[src/rtl/prog_cmd_pkg.sv]
// Package: shared constants and encodings for the programming command receiver.
// Assumes: byte-wide input; all codes below are fixed by the link protocol.
package prog_cmd_pkg;
    localparam logic [7:0] SOH_BYTE  = 8'h01;
    localparam logic [7:0] ETX_BYTE  = 8'h03;
    localparam logic [7:0] OP_VER    = 8'hC5;
    localparam logic [7:0] OP_VERIFY = 8'h14;
    localparam logic [7:0] OP_ERASE  = 8'h20;
    localparam logic [7:0] OP_BCHK   = 8'h32;
    localparam logic [7:0] BCHK_LEN  = 8'h08;

    typedef enum logic [2:0] {
        ERR_NONE  = 3'd0,
        ERR_LEN   = 3'd1,
        ERR_FRAME = 3'd2,
        ERR_SUM   = 3'd3,
        ERR_GAP   = 3'd4
    } err_t;

    typedef enum logic [2:0] {
        KIND_OTHER  = 3'd0,
        KIND_VER    = 3'd1,
        KIND_VERIFY = 3'd2,
        KIND_ERASE  = 3'd3,
        KIND_BCHK   = 3'd4
    } kind_t;

    typedef enum logic [2:0] {
        ST_HUNT, ST_LEN, ST_CMD, ST_DATA, ST_SUM, ST_END
    } rx_state_t;
endpackage

[src/rtl/prog_cmd_gap.sv]
// Module: idle-gap watchdog. Counts idle cycles while a frame is open and
// raises expire on the GAP_CYCLES-th idle cycle in a row.
// Assumes: armed drops in the cycle after expire (the frame FSM returns to hunt).
module prog_cmd_gap #(
    parameter int GAP_CYCLES = 32
) (
    input  logic clk,
    input  logic rst_n,
    input  logic armed,
    input  logic rx_valid,
    output logic expire
);
    localparam int GW = $clog2(GAP_CYCLES + 1);
    localparam logic [GW-1:0] LAST = GW'(GAP_CYCLES - 1);

    logic [GW-1:0] idle_cnt;

    // Idle-cycle counter: cleared by any byte or when no frame is open.
    always_ff @(posedge clk) begin
        if (!rst_n || !armed || rx_valid || expire) idle_cnt <= '0;
        else                                         idle_cnt <= idle_cnt + 1'b1;
    end

    // Expiry: a byte arriving on the last idle cycle wins over the timeout.
    always_comb expire = armed && !rx_valid && (idle_cnt == LAST);

    p_gap_bound_r9: assert property (@(posedge clk) disable iff (!rst_n)
        idle_cnt <= LAST);
endmodule

[src/rtl/prog_cmd_buf.sv]
// Module: payload byte store. One register per data byte position; cleared
// when a frame opens so positions a short frame leaves unwritten read zero.
// Assumes: wr_idx < MAX_DATA whenever wr_en is high.
module prog_cmd_buf #(
    parameter int MAX_DATA = 15,
    parameter int IDX_W    = 4
) (
    input  logic                  clk,
    input  logic                  rst_n,
    input  logic                  clr,
    input  logic                  wr_en,
    input  logic [IDX_W-1:0]      wr_idx,
    input  logic [7:0]            wr_byte,
    output logic [8*MAX_DATA-1:0] data_flat
);
    for (genvar i = 0; i < MAX_DATA; i++) begin : g_slot
        logic [7:0] slot_q;
        // Slot i: cleared at frame open, loaded when its index is written.
        always_ff @(posedge clk) begin
            if (!rst_n || clr)                          slot_q <= '0;
            else if (wr_en && wr_idx == IDX_W'(i))      slot_q <= wr_byte;
        end
        assign data_flat[8*i +: 8] = slot_q;
    end
endmodule

[src/rtl/prog_cmd_fsm.sv]
// Module: frame sequencer. Walks start, length, code, data, checksum, end
// bytes, keeps a running 8-bit sum and issues either a command or an error strobe.
// Assumes: at most one byte per cycle; expire is only high when rx_valid is low.
module prog_cmd_fsm
    import prog_cmd_pkg::*;
#(
    parameter int MAX_DATA = 15,
    parameter int IDX_W    = 4
) (
    input  logic             clk,
    input  logic             rst_n,
    input  logic             rx_valid,
    input  logic [7:0]       rx_byte,
    input  logic             expire,
    output logic             armed,
    output logic             clr,
    output logic             wr_en,
    output logic [IDX_W-1:0] wr_idx,
    output logic             cmd_valid,
    output logic [7:0]       cmd_code,
    output logic [7:0]       cmd_len,
    output logic             err_valid,
    output logic [2:0]       err_code
);
    localparam logic [7:0] LEN_MAX = 8'(MAX_DATA + 1);

    rx_state_t        state;
    logic [7:0]       len_q, code_q, sum_q;
    logic [IDX_W-1:0] idx_q;
    err_t             err_q;

    // Sequencer: byte-by-byte frame walk, checks at the length and end bytes.
    always_ff @(posedge clk) begin
        if (!rst_n) begin
            state <= ST_HUNT; len_q <= '0; code_q <= '0; sum_q <= '0;
            idx_q <= '0; cmd_valid <= 1'b0; err_valid <= 1'b0; err_q <= ERR_NONE;
        end else begin
            cmd_valid <= 1'b0;
            err_valid <= 1'b0;
            err_q     <= ERR_NONE;
            if (expire) begin
                err_valid <= 1'b1; err_q <= ERR_GAP; state <= ST_HUNT;
            end else if (rx_valid) begin
                case (state)
                    ST_HUNT: if (rx_byte == SOH_BYTE) state <= ST_LEN;
                    ST_LEN: begin
                        if (rx_byte == 8'h00 || rx_byte > LEN_MAX) begin
                            err_valid <= 1'b1; err_q <= ERR_LEN; state <= ST_HUNT;
                        end else begin
                            len_q <= rx_byte; sum_q <= rx_byte; state <= ST_CMD;
                        end
                    end
                    ST_CMD: begin
                        code_q <= rx_byte;
                        sum_q  <= sum_q + rx_byte;
                        idx_q  <= '0;
                        state  <= (len_q == 8'd1) ? ST_SUM : ST_DATA;
                    end
                    ST_DATA: begin
                        sum_q <= sum_q + rx_byte;
                        idx_q <= idx_q + 1'b1;
                        if (8'(idx_q) + 8'd2 == len_q) state <= ST_SUM;
                    end
                    ST_SUM: begin
                        sum_q <= sum_q + rx_byte;
                        state <= ST_END;
                    end
                    ST_END: begin
                        state <= ST_HUNT;
                        if (rx_byte != ETX_BYTE) begin
                            err_valid <= 1'b1; err_q <= ERR_FRAME;
                        end else if (sum_q != 8'h00) begin
                            err_valid <= 1'b1; err_q <= ERR_SUM;
                        end else if (code_q == OP_BCHK && len_q != BCHK_LEN) begin
                            err_valid <= 1'b1; err_q <= ERR_LEN;
                        end else begin
                            cmd_valid <= 1'b1;
                        end
                    end
                    default: state <= ST_HUNT;
                endcase
            end
        end
    end

    // Side signals for the watchdog and the payload store.
    always_comb begin
        armed  = (state != ST_HUNT);
        clr    = rx_valid && (state == ST_HUNT) && (rx_byte == SOH_BYTE);
        wr_en  = rx_valid && (state == ST_DATA);
        wr_idx = idx_q;
    end

    assign cmd_code = code_q;
    assign cmd_len  = len_q;
    assign err_code = err_q;

    p_excl_r10: assert property (@(posedge clk) disable iff (!rst_n)
        !(cmd_valid && err_valid));
    p_errzero_r10: assert property (@(posedge clk) disable iff (!rst_n)
        !err_valid |-> err_code == 3'd0);
    p_endbyte_r2: assert property (@(posedge clk) disable iff (!rst_n)
        cmd_valid |-> $past(rx_valid && rx_byte == ETX_BYTE));
    p_lenrange_r5: assert property (@(posedge clk) disable iff (!rst_n)
        cmd_valid |-> (cmd_len != 8'h00 && cmd_len <= LEN_MAX));
    p_gapidle_r9: assert property (@(posedge clk) disable iff (!rst_n)
        (err_valid && err_code == 3'd4) |-> $past(!rx_valid));
endmodule

[src/rtl/prog_cmd_decode.sv]
// Module: command decoder. Maps the code to a kind and splits the
// blank-check payload into addresses and mode.
// Assumes: MAX_DATA >= 7 so the blank-check payload fits the store.
module prog_cmd_decode
    import prog_cmd_pkg::*;
#(
    parameter int MAX_DATA = 15
) (
    input  logic                  cmd_valid,
    input  logic [7:0]            cmd_code,
    input  logic [8*MAX_DATA-1:0] cmd_data,
    output logic [2:0]            cmd_kind,
    output logic                  bc_valid,
    output logic [23:0]           bc_start,
    output logic [23:0]           bc_end,
    output logic [7:0]            bc_mode,
    output logic                  bc_whole
);
    kind_t kind;

    // Code to kind map.
    always_comb begin
        case (cmd_code)
            OP_VER:    kind = KIND_VER;
            OP_VERIFY: kind = KIND_VERIFY;
            OP_ERASE:  kind = KIND_ERASE;
            OP_BCHK:   kind = KIND_BCHK;
            default:   kind = KIND_OTHER;
        endcase
    end

    // Blank-check fields, high byte first.
    always_comb begin
        cmd_kind = kind;
        bc_valid = cmd_valid && (kind == KIND_BCHK);
        bc_start = {cmd_data[7:0],   cmd_data[15:8],  cmd_data[23:16]};
        bc_end   = {cmd_data[31:24], cmd_data[39:32], cmd_data[47:40]};
        bc_mode  = cmd_data[55:48];
        bc_whole = (bc_mode == 8'h01);
    end
endmodule

[src/rtl/prog_cmd_rx.sv]
// Module: top of the programming command frame receiver.
// Assumes: bytes come from an upstream serial receiver, one per rx_valid pulse;
// MAX_DATA between 7 and 254.
module prog_cmd_rx #(
    parameter int MAX_DATA   = 15,
    parameter int GAP_CYCLES = 32
) (
    input  logic                  clk,
    input  logic                  rst_n,
    input  logic                  rx_valid,
    input  logic [7:0]            rx_byte,
    output logic                  cmd_valid,
    output logic [7:0]            cmd_code,
    output logic [7:0]            cmd_len,
    output logic [2:0]            cmd_kind,
    output logic [8*MAX_DATA-1:0] cmd_data,
    output logic                  bc_valid,
    output logic [23:0]           bc_start,
    output logic [23:0]           bc_end,
    output logic [7:0]            bc_mode,
    output logic                  bc_whole,
    output logic                  err_valid,
    output logic [2:0]            err_code
);
    localparam int IDX_W = $clog2(MAX_DATA + 1);

    logic             armed, expire, clr, wr_en;
    logic [IDX_W-1:0] wr_idx;

    prog_cmd_gap #(.GAP_CYCLES(GAP_CYCLES)) u_gap (
        .clk(clk), .rst_n(rst_n), .armed(armed), .rx_valid(rx_valid), .expire(expire)
    );

    prog_cmd_fsm #(.MAX_DATA(MAX_DATA), .IDX_W(IDX_W)) u_fsm (
        .clk(clk), .rst_n(rst_n), .rx_valid(rx_valid), .rx_byte(rx_byte),
        .expire(expire), .armed(armed), .clr(clr), .wr_en(wr_en), .wr_idx(wr_idx),
        .cmd_valid(cmd_valid), .cmd_code(cmd_code), .cmd_len(cmd_len),
        .err_valid(err_valid), .err_code(err_code)
    );

    prog_cmd_buf #(.MAX_DATA(MAX_DATA), .IDX_W(IDX_W)) u_buf (
        .clk(clk), .rst_n(rst_n), .clr(clr), .wr_en(wr_en), .wr_idx(wr_idx),
        .wr_byte(rx_byte), .data_flat(cmd_data)
    );

    prog_cmd_decode #(.MAX_DATA(MAX_DATA)) u_dec (
        .cmd_valid(cmd_valid), .cmd_code(cmd_code), .cmd_data(cmd_data),
        .cmd_kind(cmd_kind), .bc_valid(bc_valid), .bc_start(bc_start),
        .bc_end(bc_end), .bc_mode(bc_mode), .bc_whole(bc_whole)
    );

    p_bclen_r7: assert property (@(posedge clk) disable iff (!rst_n)
        bc_valid |-> (cmd_valid && cmd_len == 8'h08));
endmodule

[config.mk]
export PLATFORM = sky130hd
export DESIGN_NAME = prog_cmd_rx
export DESIGN_NICKNAME = d
export VERILOG_FILES = /design/src/rtl/prog_cmd_pkg.sv /design/src/rtl/prog_cmd_gap.sv /design/src/rtl/prog_cmd_buf.sv /design/src/rtl/prog_cmd_fsm.sv /design/src/rtl/prog_cmd_decode.sv /design/src/rtl/prog_cmd_rx.sv
export SDC_FILE = /design/constraint.sdc
export NUM_CORES = 1
export LEC_CHECK = 0
export ABC_AREA = 1
export BUFFER_PORTS_ARGS = -buffer_cell sky130_fd_sc_hd__buf_2
export CORE_UTILIZATION = 40
export CTS_CLUSTER_DIAMETER = 50
export DETAILED_ROUTE_END_ITERATION = 16
export PLACE_DENSITY_LB_ADDON = 0.25
export SYNTH_ARGS = -nofsm -noshare
export SYNTH_HDL_FRONTEND = slang
export SYNTH_HIERARCHICAL = 1
export SYNTH_SLANG_ARGS = --single-unit
[constraint.sdc]
create_clock -name clk -period 2.73 [get_ports clk]
set_clock_uncertainty 0.05 [all_clocks]
set_input_delay 0.1365 -clock clk [delete_from_list [all_inputs] [get_ports clk]]
set_output_delay 0.1365 -clock clk [all_outputs]
set_load 0.01 [all_outputs]
==> flow_summary_export.csv, run 1 <==
group,metric,value,unit
layout,syn_to_final_growth,19.3,%
critical_path,timing.rr.start,"u_fsm/state[1]$_SDFFE_PP0P_",
clock_tree,cts_resized,0,
layout,final_common_cell,"nand2_1",
global_route,grt_pass1_wl,32400,µm
global_route,grt_usage,21.1,%
route,drtAntennaViolNets,0,
floorplan,rows,50,
global_route,grtUsageMet1,26.5,%
clock_tree,cts-root-buf,"clkbuf_16",
synth,yosys_warnings,6,
route,wl_per_cell,13.2,µm
critical_path,crit_type,"reg2reg",
route,finalWirelength,20500,µm
place,dpl.hpwl,14300,µm
floorplan,ios,213,
critical_path,rrSetupSlack,0.40,ns
pwr,p_sw_share,26.3,%
pwr,p_int,3.78,mW
place,numPortBuffers,212,
synth,synth_nets,1176,
critical_path,critPathCaptureType,"flop",
synth,synthArstFlopShare,0,%
timing,worst_pin_slew,0.807,ns
critical_path,r2r_end,"u_fsm/cmd_code[6]$_SDFFE_PN0P_",
timing,slew_viol_final,0,
pwr,p_leak,4.69,nW
clock_tree,clkSlewWorstSetupHoldPaths,0.07,ns
global_route,antenna_found_initial,0,
pwr,p_clk_share,46.8,%
floorplan,core,18700,µm²
global_route,grtUsageMet3,3.28,%
timing,tns,0,ns
critical_path,cp_max_fo,14,
synth,synth_area_per_cell,6.62,µm²
job,max-cap-violations,0,
timing,finalHoldViolations,0,
min_path,whs_path_depth,3,
clock_tree,cts_tree,"done",
synth,yosysSeqAreaShare,42.5,%
layout,drive_gt1_share,21.3,%
route,drc,0,
global_route,grtUsageMet2,36.3,%
floorplan,die_area,19700,µm²
global_route,grt_max_degree,37,
pwr,p_switching,1.35,mW
layout,multi_input_area,3400,µm²
status,outcome,"finished, final reports clean",
floorplan,start_util,40.8,%
layout,regArea,3240,µm²
global_route,grt_pass1_vias,6175,
critical_path,worstPathRequired,2.99,ns
timing,rsz0062_at_grt,"no",
global_route,grt-busiest-layer,"met2",
min_path,hold_start,"rx_byte[2]",
critical_path,r2r_cells,16,
pwr,ir_worst_vdd,0.000423,V
critical_path,cp_data_arrival_time,2.59,ns
clock_tree,post-cts-setup-buffers,0,
layout,nets,1329,
pwr,powerDensity,563,nW/µm²
clock_tree,clock_latency,0.43,ns
floorplan,chipWidth,140,µm
clock_tree,numCtsBuffers,17,
timing,fin_ws,0.403,ns
global_route,gr-total-overflow,0,
min_path,hold_path.class,"in2reg",
place,postPlaceCellArea,8480,µm²
min_path,holdPathEnd,"u_buf/g_slot[12].slot_q[2]$_SDFFE_PP0P_",
route,drtIter0Drc,409,
place,gp_congestion,0.944,
route,vias_per_cell,4.68,
layout,layout_common_cells,"326 x nand2_1, 311 x nor2_1, 212 x buf_2",
layout,nFillCells,1929,
layout,diodes,0,
clock_tree,hold_buffers,4,
clock_tree,htree_levels,4,
layout,fin_area,9110,µm²
route,num_vias,7279,
clock_tree,ctsLongestPathBuffers,2,
critical_path,cp-start-kind,"flop",
timing,finalSetupViolations,0,
timing,post-route-period-util,85.3,%
synth,synth_area,7640,µm²
synth,synth_edf_count,0,
synth,ys_types,35,
clock_tree,cts_sinks,162,
synth,postSynthCellCount,1154,
synth,ys.flop_type,"dfxtp_1",
timing,slew_headroom,46.2,%
timing,fmax,430,MHz
synth,ys_ff_latch,162,
route,first_pass_iters,5,
pwr,seqPwrFrac,46.7,%
timing,final.min_clock_period,2.33,ns
pwr,pwr-share-comb,6.5,%
floorplan,fp.dieH,140,µm
place,place_ws,0.442,ns
-- area by class of cell --
| type | count | area share [%] |
|---|---|---|
| clock buffers | 17 | 4.67 |
| clock inverters | 15 | 1.79 |
| inverters | 97 | 4.00 |
| multi-input cells | 797 | 37.3 |
| flip-flops and latches | 162 | 35.6 |
| well taps | 234 | 3.21 |
| repair buffers | 232 | 13.4 |
-- registers in the layout, summed over array words and instances, names as in the netlist --
| name | cells |
|---|---|
| u_fsm/state | 3 |
| u_buf/g_slot.slot_q | 120 |
| u_fsm/err_valid | 1 |
| u_fsm/cmd_valid | 1 |
| u_fsm/cmd_code | 8 |
| u_fsm/wr_idx | 4 |
| u_gap/idle_cnt | 6 |
| u_fsm/cmd_len | 8 |
| u_fsm/sum_q | 8 |
| u_fsm/err_code | 3 |
-- worst max-delay path: stages (launching register included) --
cell,delay [ns]
dfxtp_1,0.37
nor2_1,0.20
inv_1,0.08
nor2_1,0.12
inv_1,0.08
inv_1,0.05
nor2_1,0.05
nand3_1,0.08
inv_1,0.07
inv_1,0.05
nand2_1,0.09
nor2_1,0.17
inv_2,0.09
nor2_4,0.25
inv_1,0.17
o21ai_0,0.17
a21oi_1,0.06
-- per-stage QoR --
stage / hold WS [ns] / instances / util [%] / power, mW
6_report: 0.0294 / 1554 / 48.7 / 5.13
5_1_grt: 0.0384 / 1554 / 48.7 / 5.32
4_1_cts: 0.00927 / 1554 / 48.7 / 5.19
3_5_place_dp: 0.409 / 1518 / 45.3 / 2.77
3_3_place_gp: 0.394 / 1518 / 45.3 / 2.77
2_1_floorplan: 0.221 / 1154 / - / 2.68
-- how the worst max path moves through the flow --
stage	from	to	slack, ns	cells past startpoint
after floorplan	u_fsm/state[2]$_SDFFE_PP0P_	u_buf/g_slot[1].slot_q[5]$_SDFFE_PP0P_	0.77	9
after global routing	u_fsm/state[1]$_SDFFE_PP0P_	u_fsm/cmd_code[6]$_SDFFE_PN0P_	0.08	16
final	u_fsm/state[1]$_SDFFE_PP0P_	u_fsm/cmd_code[6]$_SDFFE_PN0P_	0.40	16
after global placement	u_fsm/state[1]$_SDFFE_PP0P_	u_fsm/cmd_code[6]$_SDFFE_PN0P_	0.51	16
after CTS	u_fsm/state[1]$_SDFFE_PP0P_	u_fsm/cmd_code[6]$_SDFFE_PN0P_	0.42	16
after detailed placement	u_fsm/state[1]$_SDFFE_PP0P_	u_fsm/cmd_code[6]$_SDFFE_PN0P_	0.44	16
-- synthesized netlist by cell type, types with 2 or more instances --
cell type | n | area share, %
nor2_4 | 2 | 0.29
buf_4 | 70 | 6.9
nor2_1 | 312 | 15
xor2_1 | 3 | 0.34
a21oi_1 | 23 | 1.5
ha_1 | 10 | 1.6
nand2_2 | 2 | 0.16
nand3b_1 | 2 | 0.20
buf_1 | 13 | 0.64
nor3_1 | 11 | 0.72
nor2_2 | 6 | 0.49
inv_1 | 94 | 4.6
nor3b_1 | 2 | 0.20
nand3_1 | 38 | 2.5
o21ai_0 | 25 | 1.6
or2_2 | 2 | 0.16
buf_2 | 4 | 0.26
nand2_1 | 326 | 16
clkbuf_1 | 10 | 0.49
inv_2 | 3 | 0.15
a211oi_1 | 3 | 0.29
dfxtp_1 | 162 | 42
nand4_1 | 18 | 1.5
o21ai_1 | 2 | 0.13
-- cell families (layout without fill, tap and decap cells) --
group	Yosys count	after routing	synth area share (%)
buf+inv	195	361	13.2
compound gates	59	59	4.18
simple gates	723	723	37.8
fa+ha+maj	11	11	1.90
xor+xnor	4	4	0.459
flops	162	162	42.5
-- routing by layer --
metal,wire (µm),vias to the layer above
li1,-,3777
met1,9200,3241
met2,9950,236
met3,974,25
met4,417,0
met5,0,-
-- power by group through the flow --
stage | combinational, mW | sequential, mW | clock, mW
2_1_floorplan | 0.231 | 2.44 | 0
3_3_place_gp | 0.326 | 2.45 | 0
3_5_place_dp | 0.326 | 2.45 | 0
4_1_cts | 0.332 | 2.39 | 2.46
5_1_grt | 0.378 | 2.39 | 2.55
6_report | 0.333 | 2.39 | 2.40
Power figures use the tool's default switching activity.
==> run 2: changes to the inputs <==
--- a/config.mk
+++ b/config.mk
@@ -11,6 +11,7 @@
 export CTS_CLUSTER_DIAMETER = 50
 export DETAILED_ROUTE_END_ITERATION = 16
 export PLACE_DENSITY_LB_ADDON = 0.25
+export RECOVER_POWER = 25
 export SYNTH_ARGS = -nofsm -noshare
 export SYNTH_HDL_FRONTEND = slang
 export SYNTH_HIERARCHICAL = 1
==> run 2 against run 1 <==
Worst setup slack better by 0.016 ns. Wire length grew 0.24%. Register-to-register slack better by 0.02 ns. Via count about the same. Sequential power is essentially flat. Core utilization is 0.61 points lower. Cell count unchanged. Highest routed layer unchanged.
==> flow_summary_export.csv, run 2 (synthesized netlist as in run 1, its figures left out) <==
group,metric,value,unit
critical_path,r2r_cells,16,
layout,drive_gt1_share,14.4,%
clock_tree,ctsLongestPathBuffers,2,
critical_path,cp-start-kind,"flop",
timing,slew_viol_final,0,
place,dpl.hpwl,14300,µm
pwr,pwr-share-comb,6.5,%
pwr,ir_worst_vdd,0.000420,V
route,wl_per_cell,13.2,µm
route,drtIter0Drc,403,
pwr,p_switching,1.35,mW
critical_path,path_cells,"nor2_1 > inv_1 > nor2_1 > inv_1 > inv_1 > nor2_1 > nand3_1 > inv_1 > inv_1 > nand2_1 > nor2_1 > inv_2 > nor2_4 > inv_1 > o21ai_0 > a21oi_1",
global_route,grt_usage,21.1,%
critical_path,cp_num_cells,16,
layout,nets,1329,
timing,finalSetupViolations,0,
route,drc,0,
floorplan,ios,213,
timing,rsz0062_at_grt,"no",
pwr,p_clk_share,46.9,%
critical_path,cp_data_arrival_time,2.57,ns
floorplan,die_area,19700,µm²
floorplan,rows,50,
global_route,antenna_found_initial,0,
clock_tree,cts_sinks,162,
route,routed-wl-met2,9910,µm
layout,syn_to_final_growth,17.8,%
layout,regMostFlops,"u_buf/g_slot.slot_q",
timing,worst_pin_slew,0.804,ns
pwr,powerDensity,570,nW/µm²
critical_path,cp_max_fo,14,
clock_tree,cts-root-buf,"clkbuf_16",
clock_tree,cts_tree,"done",
global_route,grt_max_degree,37,
layout,largest_reg_flops,120,
status,outcome,"finished, final reports clean",
route,num_vias,7286,
timing,post-route-period-util,84.7,%
clock_tree,numCtsBuffers,17,
timing,finalHoldViolations,0,
critical_path,crit_family,"simple AND/OR/NAND/NOR gates",
floorplan,fp.dieH,140,µm
layout,nFillCells,1972,
critical_path,cp_num_buf_inv,7,
pwr,p_leak,4.29,nW
route,vias_per_cell,4.69,
critical_path,crit_top_cell,"inv_1",
global_route,gr-total-overflow,0,
pwr,p_total,5.13,mW
critical_path,crit_type,"reg2reg",
route,top_layer,"met4",
route,first_pass_iters,5,
pwr,seqPwrFrac,46.7,%
min_path,whs_path_depth,3,
floorplan,core,18700,µm²
layout,final_common_cell,"nand2_1",
layout,finalNonFillerCells,1554,
critical_path,cpPeakStageDelay,0.37,ns
global_route,grt_pass1_vias,6175,
timing,slew_headroom,46.3,%
pwr,p_sw_share,26.3,%
timing,fin_ws,0.418,ns
critical_path,critical-path-slowest-cell,"dfxtp_1",
place,gp_congestion,0.944,
floorplan,start_util,40.8,%
min_path,hold_path.class,"in2reg",
clock_tree,clkSlewWorstSetupHoldPaths,0.07,ns
critical_path,critPathCaptureType,"flop",
job,max-cap-violations,0,
place,place_inst,1518,
clock_tree,clock_latency,0.42,ns
place,numPortBuffers,212,
route,wl_met1,9300,µm
critical_path,worstPathRequired,2.99,ns
route,met3_length,966,µm
timing,final.min_clock_period,2.31,ns
timing,fmax,433,MHz
layout,diodes,0,
timing,tns,0,ns
route,drtAntennaViolNets,0,
floorplan,chipWidth,140,µm
route,finalWirelength,20600,µm
pwr,p_int,3.78,mW
layout,layout_common_cells,"326 x nand2_1, 311 x nor2_1, 162 x dfxtp_1",
global_route,grt_pass1_wl,32400,µm
place,place_ws,0.442,ns
clock_tree,htree_levels,4,
timing,holdWs,0.0299,ns
==> run 2: cell types whose count changed in the layout (fill, tap and decap cells not counted), sizes merged <==
cell    delta
buf       -91
clkbuf    +91
==> run 2: area by class of cell <==
class                   count  area, µm²  share of cell area (%)
multi-input cells         797       3400                    37.8
flip-flops and latches    162       3240                    36.1
repair buffers            232       1110                    12.3
clock buffers              17        425                    4.73
inverters                  97        364                    4.05
well taps                 234        293                    3.25
clock inverters            15        163                    1.81
==> run 2: worst min-delay path: stages <==
cell	delay, ns
buf_2	0.16
nor2_1	0.11
nor2_1	0.05
==> run 2: final timing paths <==
| kind | start | end | slack [ns] |
|---|---|---|---|
| setup / recovery | u_fsm/state[1]$_SDFFE_PP0P_ | u_fsm/cmd_code[6]$_SDFFE_PN0P_ | 0.42 |
| hold / removal | rx_byte[2] | u_buf/g_slot[12].slot_q[2]$_SDFFE_PP0P_ | 0.03 |
| setup reg to reg | u_fsm/state[1]$_SDFFE_PP0P_ | u_fsm/cmd_code[6]$_SDFFE_PN0P_ | 0.42 |
| hold reg to reg | u_gap/idle_cnt[0]$_SDFF_PP0_ | u_gap/idle_cnt[0]$_SDFF_PP0_ | 0.42 |
==> run 2: power groups by stage <==
| stage | registers, mW | clock network [mW] | logic (mW) |
|---|---|---|---|
| after global routing | 2.39 | 2.55 | 0.377 |
| after detailed placement | 2.45 | 0 | 0.326 |
| final | 2.39 | 2.40 | 0.333 |
| after floorplan | 2.44 | 0 | 0.231 |
| after CTS | 2.39 | 2.46 | 0.332 |
| after global placement | 2.45 | 0 | 0.326 |
==> run 2: through the flow <==
stage	utilization, %	area (µm²)
CTS	48.7	9110
finish	48.1	8990
global placement	45.3	8480
detailed placement	45.3	8480
global route	48.1	8990
floorplan	-	7640
==> run 2: layer usage <==
| metal | global-route usage [%] | up-vias |
|---|---|---|
| li1 | - | 3780 |
| met1 | 26.5 | 3251 |
| met2 | 36.3 | 233 |
| met3 | 3.28 | 22 |
| met4 | 8.10 | 0 |
| met5 | 0 | - |
==> run 2: what timing repair did <==
action | CTS | global route
resized for setup | 0 | 0
endpoints found under the setup margin | 0 | 0
endpoints found under the hold margin | 7 | 0
setup buffers | 0 | 0
hold buffers | 4 | 0
